===== config.mk =====
export PLATFORM = sky130hd
export DESIGN_NAME = fifo_uart_tx
export DESIGN_NICKNAME = d
export VERILOG_FILES = /design/src/rtl/uart_tx_pkg.sv /design/src/rtl/tx_baud_gen.sv /design/src/rtl/tx_fifo.sv /design/src/rtl/tx_shifter.sv /design/src/rtl/fifo_uart_tx.sv
export SDC_FILE = /design/constraint.sdc
export NUM_CORES = 1
export LEC_CHECK = 0
export BUFFER_PORTS_ARGS = -buffer_cell sky130_fd_sc_hd__buf_2
export CAP_MARGIN = 20
export CELL_PAD_IN_SITES_DETAIL_PLACEMENT = 2
export CELL_PAD_IN_SITES_GLOBAL_PLACEMENT = 2
export CORE_ASPECT_RATIO = 0.5
export CORE_MARGIN = 2
export CORE_UTILIZATION = 30
export CTS_CLUSTER_SIZE = 28
export DETAILED_ROUTE_END_ITERATION = 8
export MAX_ROUTING_LAYER = met4
export PLACE_DENSITY = 0.56
export SLEW_MARGIN = 5
export SYNTH_ARGS = -nofsm -noshare
export SYNTH_HDL_FRONTEND = slang
export SYNTH_SLANG_ARGS = --single-unit

===== constraint.sdc =====
create_clock -name clk -period 6.42 [get_ports clk]
set_input_delay 0.642 -clock clk [delete_from_list [all_inputs] [get_ports clk]]
set_output_delay 0.642 -clock clk [all_outputs]
set_load 0.1 [all_outputs]

===== src/rtl/uart_tx_pkg.sv =====
// Package: shared types and helpers for the serial transmitter.
// Assumes: prescale codes and low-water codes are 2 bits wide.
package uart_tx_pkg;

    typedef enum logic [1:0] {
        PRESC_1  = 2'd0,
        PRESC_4  = 2'd1,
        PRESC_16 = 2'd2,
        PRESC_64 = 2'd3
    } presc_e;

    // Last value of the prescale counter for a code (ratio minus one).
    function automatic logic [5:0] presc_last(input presc_e sel);
        case (sel)
            PRESC_1:  presc_last = 6'd0;
            PRESC_4:  presc_last = 6'd3;
            PRESC_16: presc_last = 6'd15;
            default:  presc_last = 6'd63;
        endcase
    endfunction

    // Low-water level selected by a code: 8, 4, 2 or 1 entries.
    function automatic logic [4:0] thr_level(input logic [1:0] code);
        thr_level = 5'd8 >> code;
    endfunction

endpackage


===== src/rtl/tx_baud_gen.sv =====
// Module: bit-time generator. A prescaler (1/4/16/64) feeds a counter
// that wraps after bit_div+1 prescaled ticks and emits a one-cycle bit_tick.
// Assumes: both counters are held at zero while run is low, so the first
// bit after a start lasts a full period.
module tx_baud_gen
    import uart_tx_pkg::*;
#(
    parameter int BRR_W = 8
) (
    input  logic             clk,
    input  logic             rst_n,
    input  logic             run,
    input  logic [1:0]       clk_sel,
    input  logic [BRR_W-1:0] bit_div,
    output logic             bit_tick
);

    localparam int PRE_W = 6;

    logic [PRE_W-1:0] pre_cnt;
    logic [BRR_W-1:0] rate_cnt;
    logic [PRE_W-1:0] pre_limit;
    logic             pre_tick;

    assign pre_limit = presc_last(presc_e'(clk_sel));
    assign pre_tick  = run && (pre_cnt == pre_limit);
    assign bit_tick  = pre_tick && (rate_cnt == bit_div);

    // Prescale counter: wraps at the selected ratio.
    always_ff @(posedge clk) begin
        if (!rst_n || !run) begin
            pre_cnt <= '0;
        end else if (pre_tick) begin
            pre_cnt <= '0;
        end else begin
            pre_cnt <= pre_cnt + 1'b1;
        end
    end

    // Bit-rate counter: advances on each prescaled tick, wraps at bit_div.
    always_ff @(posedge clk) begin
        if (!rst_n || !run) begin
            rate_cnt <= '0;
        end else if (pre_tick) begin
            if (rate_cnt == bit_div) begin
                rate_cnt <= '0;
            end else begin
                rate_cnt <= rate_cnt + 1'b1;
            end
        end
    end

    // the rate counter never passes its programmed limit while running
    // with a stable limit.
    p_rate_bound_r5: assert property (@(posedge clk) disable iff (!rst_n)
        run && $stable(bit_div) && rate_cnt <= bit_div |=> rate_cnt <= bit_div);

endmodule


===== src/rtl/tx_fifo.sv =====
// Module: synchronous first-in first-out queue for transmit characters.
// Assumes: pop is only raised when the queue is not empty; a write while
// full is dropped; clear wins over a same-cycle write or pop.
module tx_fifo #(
    parameter int DEPTH  = 16,
    parameter int DATA_W = 8
) (
    input  logic              clk,
    input  logic              rst_n,
    input  logic              wr_en,
    input  logic [DATA_W-1:0] wr_data,
    input  logic              pop,
    input  logic              clear,
    output logic [DATA_W-1:0] rd_data,
    output logic [$clog2(DEPTH):0] count,
    output logic              empty,
    output logic              full
);

    localparam int PTR_W = $clog2(DEPTH);
    localparam int CNT_W = PTR_W + 1;

    logic [DATA_W-1:0] mem [DEPTH];
    logic [PTR_W-1:0]  wr_ptr;
    logic [PTR_W-1:0]  rd_ptr;
    logic              do_wr;
    logic              do_rd;

    assign empty   = (count == '0);
    assign full    = (count == CNT_W'(DEPTH));
    assign do_wr   = wr_en && !full && !clear;
    assign do_rd   = pop && !empty && !clear;
    assign rd_data = mem[rd_ptr];

    // Storage: one register per entry, written at the write pointer.
    for (genvar g = 0; g < DEPTH; g++) begin : g_slot
        always_ff @(posedge clk) begin
            if (do_wr && (wr_ptr == PTR_W'(g))) begin
                mem[g] <= wr_data;
            end
        end
    end

    // Pointers and occupancy: advance on accepted writes and reads.
    always_ff @(posedge clk) begin
        if (!rst_n || clear) begin
            wr_ptr <= '0;
            rd_ptr <= '0;
            count  <= '0;
        end else begin
            if (do_wr) wr_ptr <= wr_ptr + 1'b1;
            if (do_rd) rd_ptr <= rd_ptr + 1'b1;
            case ({do_wr, do_rd})
                2'b10:   count <= count + 1'b1;
                2'b01:   count <= count - 1'b1;
                default: count <= count;
            endcase
        end
    end

    p_no_overflow_r6: assert property (@(posedge clk) disable iff (!rst_n)
        count <= CNT_W'(DEPTH));

    p_full_write_dropped_r6: assert property (@(posedge clk) disable iff (!rst_n)
        full && wr_en && !pop && !clear |=> count == CNT_W'(DEPTH));

    p_clear_empties_r11: assert property (@(posedge clk) disable iff (!rst_n)
        clear |=> count == '0);

endmodule


===== src/rtl/tx_shifter.sv =====
// Module: frame builder and bit shifter. On load it assembles start, data
// (LSB first), optional parity and stop bits into one register, then shifts
// one bit out per bit_tick. The format is captured at load time.
// Assumes: load is only raised while idle.
module tx_shifter #(
    parameter int DATA_W = 8
) (
    input  logic              clk,
    input  logic              rst_n,
    input  logic              load,
    input  logic [DATA_W-1:0] char_in,
    input  logic              char7,
    input  logic              parity_en,
    input  logic              parity_odd,
    input  logic              two_stop,
    input  logic              bit_tick,
    output logic              busy,
    output logic              line_out
);

    localparam int FRAME_W = DATA_W + 4;
    localparam int LEN_W   = $clog2(FRAME_W + 1);

    logic [FRAME_W-1:0] frame;
    logic [FRAME_W-1:0] shreg;
    logic [LEN_W-1:0]   frame_len;
    logic [LEN_W-1:0]   bits_left;
    logic               par_bit;
    int                 ndata;

    // Frame assembly: start 0, data LSB first, parity, stop ones.
    always_comb begin
        ndata   = char7 ? DATA_W - 1 : DATA_W;
        par_bit = (char7 ? ^char_in[DATA_W-2:0] : ^char_in) ^ parity_odd;
        frame   = '1;
        frame[0] = 1'b0;
        for (int i = 0; i < DATA_W; i++) begin
            if (i < ndata) frame[i+1] = char_in[i];
        end
        if (parity_en) frame[ndata+1] = par_bit;
        frame_len = LEN_W'(1 + ndata) + LEN_W'(parity_en) + (two_stop ? LEN_W'(2) : LEN_W'(1));
    end

    // Shift state: load a frame, then drop one bit per bit_tick.
    always_ff @(posedge clk) begin
        if (!rst_n) begin
            shreg     <= '1;
            bits_left <= '0;
            busy      <= 1'b0;
        end else if (load && !busy) begin
            shreg     <= frame;
            bits_left <= frame_len;
            busy      <= 1'b1;
        end else if (busy && bit_tick) begin
            shreg     <= {1'b1, shreg[FRAME_W-1:1]};
            bits_left <= bits_left - 1'b1;
            if (bits_left == LEN_W'(1)) busy <= 1'b0;
        end
    end

    assign line_out = busy ? shreg[0] : 1'b1;

    p_start_low_r2: assert property (@(posedge clk) disable iff (!rst_n)
        load && !busy |=> line_out == 1'b0);

    p_busy_has_bits_r2: assert property (@(posedge clk) disable iff (!rst_n)
        busy |-> bits_left != '0);

    p_frame_len_r4: assert property (@(posedge clk) disable iff (!rst_n)
        load && !busy |=> bits_left >= LEN_W'(DATA_W + 1) && bits_left <= LEN_W'(FRAME_W));

endmodule


===== src/rtl/fifo_uart_tx.sv =====
// Module: top of the serial transmitter. Ties the queue, the bit-time
// generator and the shifter together; gates frame starts on enable and,
// when flow control is on, on cts_ok; applies the break override.
// Assumes: configuration is stable while a frame is being sent.
module fifo_uart_tx
    import uart_tx_pkg::*;
#(
    parameter int DEPTH  = 16,
    parameter int DATA_W = 8,
    parameter int BRR_W  = 8
) (
    input  logic              clk,
    input  logic              rst_n,
    input  logic              wr_en,
    input  logic [DATA_W-1:0] wr_data,
    input  logic              tx_enable,
    input  logic              char7,
    input  logic              parity_en,
    input  logic              parity_odd,
    input  logic              two_stop,
    input  logic [1:0]        clk_sel,
    input  logic [BRR_W-1:0]  bit_div,
    input  logic [1:0]        thr_sel,
    input  logic              flow_en,
    input  logic              cts_ok,
    input  logic              fifo_clear,
    input  logic              brk_force,
    input  logic              brk_level,
    output logic              txd,
    output logic [$clog2(DEPTH):0] fill_count,
    output logic              below_thr,
    output logic              tx_done
);

    localparam int CNT_W = $clog2(DEPTH) + 1;

    logic [DATA_W-1:0] head;
    logic              q_empty;
    logic              q_full;
    logic              busy;
    logic              line_out;
    logic              bit_tick;
    logic              start_ok;

    // Start gate: enabled, data queued, peer ready, shifter idle.
    assign start_ok = tx_enable && !q_empty && !busy && (!flow_en || cts_ok);

    tx_fifo #(.DEPTH(DEPTH), .DATA_W(DATA_W)) u_fifo (
        .clk     (clk),
        .rst_n   (rst_n),
        .wr_en   (wr_en),
        .wr_data (wr_data),
        .pop     (start_ok),
        .clear   (fifo_clear),
        .rd_data (head),
        .count   (fill_count),
        .empty   (q_empty),
        .full    (q_full)
    );

    tx_baud_gen #(.BRR_W(BRR_W)) u_baud (
        .clk      (clk),
        .rst_n    (rst_n),
        .run      (busy),
        .clk_sel  (clk_sel),
        .bit_div  (bit_div),
        .bit_tick (bit_tick)
    );

    tx_shifter #(.DATA_W(DATA_W)) u_shift (
        .clk        (clk),
        .rst_n      (rst_n),
        .load       (start_ok),
        .char_in    (head),
        .char7      (char7),
        .parity_en  (parity_en),
        .parity_odd (parity_odd),
        .two_stop   (two_stop),
        .bit_tick   (bit_tick),
        .busy       (busy),
        .line_out   (line_out)
    );

    // Status and line output.
    assign below_thr = (fill_count <= CNT_W'(thr_level(thr_sel)));
    assign tx_done   = q_empty && !busy;
    assign txd       = brk_force ? brk_level : line_out;

    p_cts_holds_start_r9: assert property (@(posedge clk) disable iff (!rst_n)
        flow_en && !cts_ok && !busy |=> !busy);

    p_done_line_high_r8: assert property (@(posedge clk) disable iff (!rst_n)
        tx_done && !brk_force |-> txd == 1'b1);

    p_full_flag_r6: assert property (@(posedge clk) disable iff (!rst_n)
        q_full |-> !below_thr);

endmodule


# ---- Word-level counts from Yosys, hierarchy flattened
# Memories as Yosys holds them, arrays and structs flattened. A register that Yosys moved wholly into a read port is not among the register bits.
# Index checks and enable logic that the tools add are counted.
dict set report word_totals {
  reg_bits 44
  ram_bits 128
  inputBits 33
  output_inout_bits 8
  word_cells 224
  n_memories 1
}
# memory words width rd rd_clocked_by_memory_dff wr line
set mem_list {}
lappend mem_list {u_fifo.mem 16 8 1 1 1 tx_fifo.sv:23} ;# logic [DATA_W-1:0] mem [DEPTH];
dict set report op_classes {
  add_sub_neg 10
  order_cmp 11
  eq_ne 23
  shift 1
  n_mux 106
  bitwise_logic 1
  reduce_logical 63
}
# operator count
set ops {}
lappend ops {{4-bit by 32-bit < comparator with 1-bit output, first input constant} 4}
lappend ops {{8-bit 2-to-1 mux} 16}
lappend ops {{8-bit OR reduction} 15}
lappend ops {{4-bit 2-to-1 mux} 20}
lappend ops {{3-bit by 32-bit < comparator with 1-bit output, first input constant} 2}
lappend ops {{1-bit 2-to-1 mux} 62}
lappend ops {{12-bit 2-to-1 mux} 3}
lappend ops {{32-bit by 2-bit adder with 32-bit output, second input constant} 1}
lappend ops {{4-bit equality test, second input constant} 8}
lappend ops {{32-bit by 1-bit greater-or-equal comparator with 1-bit output, second input constant} 1}
lappend ops {{1-bit by 32-bit < comparator with 1-bit output, first input constant} 1}
lappend ops {{2-bit by 32-bit < comparator with 1-bit output, first input constant} 1}
lappend ops {{32-bit by 6-bit < comparator with 1-bit output, second input constant} 1}
lappend ops {{1-bit logical AND} 29}
lappend ops {{6-bit case mux with 3 select lines} 1}
lappend ops {{4-bit by 3-bit equality test with 1-bit output, second input constant} 4}
lappend ops {{12-bit bitwise mux} 1}
lappend ops {{5-bit case mux with 2 select lines} 1}
lappend ops {{4-bit by 1-bit adder with 4-bit output, second input constant} 2}
lappend ops {{8-bit by 1-bit adder with 8-bit output, second input constant} 1}
lappend ops {{4-bit by 1-bit equality test with 1-bit output, second input constant} 2}
lappend ops {{4-bit by 2-bit equality test with 1-bit output, second input constant} 2}
lappend ops {{8-bit equality test} 1}
lappend ops {{8-bit XOR reduction} 1}
lappend ops {{24 further kinds} 35}

# ---- Depth between registers and ports, before layout
dict set report logic_depth {
  depth_word 23
  depth_mapped 15
  depth_no_buf 13
}

# ---- By module
# Synthesis repeated with hierarchy kept, for this count alone.
dict set report unflattened {
  hier_cells 541
  hier_area_um2 7654.8
}
# mod n_inst cells_per_inst area_each_um2 seq_area_each_um2
set modules_own_cells {}
lappend modules_own_cells {tx_fifo 1 323 5816.8 4184.0}
lappend modules_own_cells {tx_shifter 1 110 903.4 300.3}
lappend modules_own_cells {tx_baud_gen 1 88 772.0 280.3}
lappend modules_own_cells {fifo_uart_tx 1 20 162.7 0.0}

# ---- Worst setup path before layout
# Ideal clock, no wire load.
dict set report synth_path {
  path_kind {register to output}
  start {register u_fifo.count[1]}
  end {output tx_done}
  t_arrival_ns 3.649
  required_time_ns 5.778
  setup_slack_ns 2.129
  path_stages_with_launch 4
  path_buffers 1
  path_cell_list {dfxtp_1 clkbuf_1 nor4_1 nor3b_1}
}
dict set report synth_between {
  elab_chain_cells 2
}
# item line
set synth_rtl {}
lappend synth_rtl {{start: declaration} tx_fifo.sv:15} ;# output logic [$clog2(DEPTH):0] count,
lappend synth_rtl {{start signal: assignment} tx_fifo.sv:54} ;# 2'b10: count <= count + 1'b1;
lappend synth_rtl {{start signal: assignment} tx_fifo.sv:55} ;# 2'b01: count <= count - 1'b1;
lappend synth_rtl {{start signal: assignment} tx_fifo.sv:56} ;# default: count <= count;
lappend synth_rtl {{5-bit logical NOT} tx_fifo.sv:29} ;# assign empty = (count == '0);
lappend synth_rtl {{1-bit logical AND} fifo_uart_tx.sv:86} ;# assign tx_done = q_empty && !busy;
lappend synth_rtl {{end: declaration} fifo_uart_tx.sv:32} ;# output logic tx_done
# Every way passes these cells.

# ---- Final worst setup path
dict set report layout_path {
  start {register u_fifo.count[1]}
  end {register u_fifo.count[4]}
}
dict set report layout_between {
  elab_chain_cells 9
  elab_cells_between_ends 17
  cone_classes {add/sub: 2; eq/ne: 3; mux: 1; reduce/logical: 11}
}
# item line
set layout_rtl {}
lappend layout_rtl {{5-bit logical NOT} tx_fifo.sv:29}
lappend layout_rtl {{1-bit logical NOT} {tx_fifo.sv:32, fifo_uart_tx.sv:46}}
lappend layout_rtl {{1-bit logical AND (3 in series)} fifo_uart_tx.sv:46} ;# assign start_ok = tx_enable && !q_empty && !busy && (!flow_en || cts_ok);
lappend layout_rtl {{1-bit logical AND (2 in series)} tx_fifo.sv:32} ;# assign do_rd = pop && !empty && !clear;
lappend layout_rtl {{2-bit by 1-bit equality test with 1-bit output or 2-bit equality test (tied branches)} tx_fifo.sv:53} ;# case ({do_wr, do_rd})
lappend layout_rtl {{5-bit case mux with 2 select lines or 2-bit nonzero test (tied branches)} -}
# Several ways; a longest one is shown, not always the timed one.
# A chain may end at the register's enable or synchronous reset.

==> metrics.txt <==
outcome finished, final reports clean; drt via density about 4.8; HP Start u_baud.rate_cnt[7]; total CTS buffers 17; Tcrit/Tclk final 59.02%; Setup WS pre-CTS between 2 and 3 ns; Final min period approximately 3.8 ns; FF-to-FF Start u_fifo.count[1]; Crit. End Element flop; initial antenna violation count 0; worst slew pin tran 1.120 ns; yosys warns 0; Max Cap Viol 0; CP Class flop to flop; Synth Area in Simple Gates 9.117%; Data required, critical path 6.77 ns; cells after synthesis 504; most used routing layer met2; share of post-route cells with drive strength above 1 21.45%; root buffer cell clkbuf_16; top cell type's share of synthesized area around half; post-synthesis compound-gate area fraction 4.517%; synthesized cell area 7535 um^2; CTS tree done; vias in the first global route 4580; die area 26480 um^2; EDFF count, synth around 130; Yosys reg bits between 150 and 200; DIE WIDTH 228.1 um; Setup WS post-layout 2.631 ns; Power Dens Cells 268.3 nW/um^2; area delta synth->final 15.76%; Clock Latency Late Sink roughly 0.44 ns; Hold Crit Class flop to flop; Rel. slew slack about a quarter; crit path from u_fifo.count[1]; unrepaired setup endpoints after global routing no; ys async rst share 0%; Syn Nets 555; Avg Inst Size Synth roughly 15 um^2; mux cell area share after synthesis 12.57%; io pins 41; area leader, netlist edfxtp_1; post-synth cell types 52; CTS Sinks 174; main flop type after synthesis edfxtp_1; Post-Synth XOR/XNOR Area 4.832%; GRT met2 Usage 24.49%; Hold-fix buffers, CTS 0; Rows 40; fraction of the mapped netlist area in adder cells under 10%; die height 116.1 um; WL final between 15 and 20 mm; Fmax 0.2639 GHz; Peak VDD IR 217.3 uV; total track usage 15.13%; Longest Clk Path Bufs 2; Crit path largest cell delay 0.87 ns; cell area after layout slightly below 9000 um^2; Final Skew about 0.013 ns; area of placed instances between 8000 and 9000 um^2; post-synthesis sequential area ratio 63.23%; Port-buffer cells 40; Final Max Slew Viols 0; Initial Util 30.98%; Final setup violation count 0; Worst EP arrival 4.14 ns; top-count cell post-synth edfxtp_1; Worst Path Max Fanout 10; nets 602; top cells by area, synth edfxtp_1, dfxtp_1, mux4_2, ha_1, mux4_1; CP max-delay cell nor4_1; Fin. Hold Viols 0; Vias 4299; largest net degree at the start of global routing 33; Routed Antenna Nets 0; first-pass GRT wire length 28.28 mm; met1 usage 19.39%; Post-Layout Cell Count 900; P_leak 2.918 nW; Commonest cells post-synth edfxtp_1, nor2_1, dfxtp_1, nand2_1, mux4_2; M3 GR Usage 2.805%; initial drt markers 294; Final GP Congestion 0.7536; drc violations 0; cell count after placement 865; combinational family with the most area after synthesis multiplexers; Fin Setup TNS 0 ns; clock transition at the registers of the reported paths 0.07 ns; post-CTS setup buffer count 0; Final Power 0.002340 W; WL/cell 20.40 um; grt ovf 0; crit path launch type flop; worst-path cell chain nor4_1 > a21oi_1 > nor2b_1 > inv_1 > ha_1 > xor2_1 > ha_1 > o21ai_0 > nand2b_1 > a31oi_1 > xor2_1 > or3_1 > a21oi_1; core area 24320 um^2; # H-tree levels 4; DRT Pass-1 Iters 4; post-DP HPWL 12.17 mm; Diodes inserted 0; # resized after CTS 0
registers in the layout (all words and copies together), names as in the netlist, 4 cells and up, named ones only:
register / count
u_fifo.rd_ptr: 4
u_shift.shreg: 10
u_fifo.mem: 128
u_shift.bits_left: 4
u_fifo.wr_ptr: 4
u_baud.pre_cnt: 6
u_fifo.count: 5
u_baud.rate_cnt: 8
cell type report:
| cell class | instances | area (um^2) |
|---|---|---|
| Fill cell | 2505 | 15600 |
| Sequential cell | 174 | 4766 |
| Multi-Input combinational cell | 294 | 2604 |
| Clock buffer | 19 | 432.9 |
| Tap cell | 336 | 420.4 |
| Timing Repair Buffer | 51 | 312.8 |
| Clock inverter | 13 | 137.6 |
| Inverter | 13 | 48.80 |
metal layers:
layer | wire [um] | share of wire (%)
met5 | 0 | 0
met4 | 226 | 1.2
met2 | 8844 | 48
met1 | 8588 | 47
met3 | 703 | 3.8
power by group:
group	switching [W]	internal, W	total (W)
clock	0.000446	0.000576	0.00102
sequential	0.00000439	0.00121	0.00122
combinational	0.0000644	0.0000383	0.000103
total	0.000515	0.00182	0.00234
critical path: cells and delay by family, from the launching register on:
family | cells | cell delay, ns
buffers and inverters | 1 | 0.08
flip-flops | 1 | 0.40
AND/OR/NAND/NOR | 4 | 1.55
AO/OA/AOI/OAI | 4 | 0.86
XOR/XNOR | 2 | 0.22
adder cells (fa/ha/maj) | 2 | 0.59
cells by family (layout without fill, tap and decap cells):
logic type                 after synthesis  after routing
muxes                                   46             46
and+or+nand+nor                        142            142
adders and majority gates               18             18
DFF                                    174            174
xor gates and xnor gates                36             36
buffers and inverters                   36             96
AOI/OAI and AO/OA                       52             52
path summary, 6_finish.rpt:
kind	to	slack, ns	cells past startpoint
worst max-delay path	u_fifo.count[4]	2.63	13
worst min-delay path	u_baud.rate_cnt[7]	0.51	2
worst max register to register	u_fifo.count[4]	2.63	13
worst min register to register	u_baud.rate_cnt[7]	0.51	2
per-stage QoR:
stage | hold slack (ns) | utilization [%]
floorplan | 0.4639 | -
global placement | 0.4843 | 33.11
detailed placement | 0.5029 | 33.37
CTS | 0.5180 | 35.72
global route | 0.5675 | 35.86
finish | 0.5119 | 35.86
cell usage in the layout (no fill, tap or decap), types with 4 or more instances in the layout:
cell	Yosys	routed
a211oi_1	5	4
a21oi_1	12	12
a22oi_1	4	4
and3_1	6	6
buf_2	3	40
buf_4	1	4
buf_6	1	6
clkbuf_16	0	17
dfxtp_1	46	45
edfxtp_1	128	128
ha_1	17	17
inv_1	13	13
mux2_2	5	5
mux2i_1	5	5
mux4_1	8	8
mux4_2	28	28
nand2_1	31	31
nand2b_1	10	10
nand3_1	9	9
nand4_1	5	5
nor2_1	49	49
nor2b_1	9	9
nor3_2	0	4
nor4_1	4	4
o21ai_0	12	12
or3_1	4	4
xnor2_1	10	10
xor2_1	22	22
Note: power is estimated with default switching activity, not from simulation.
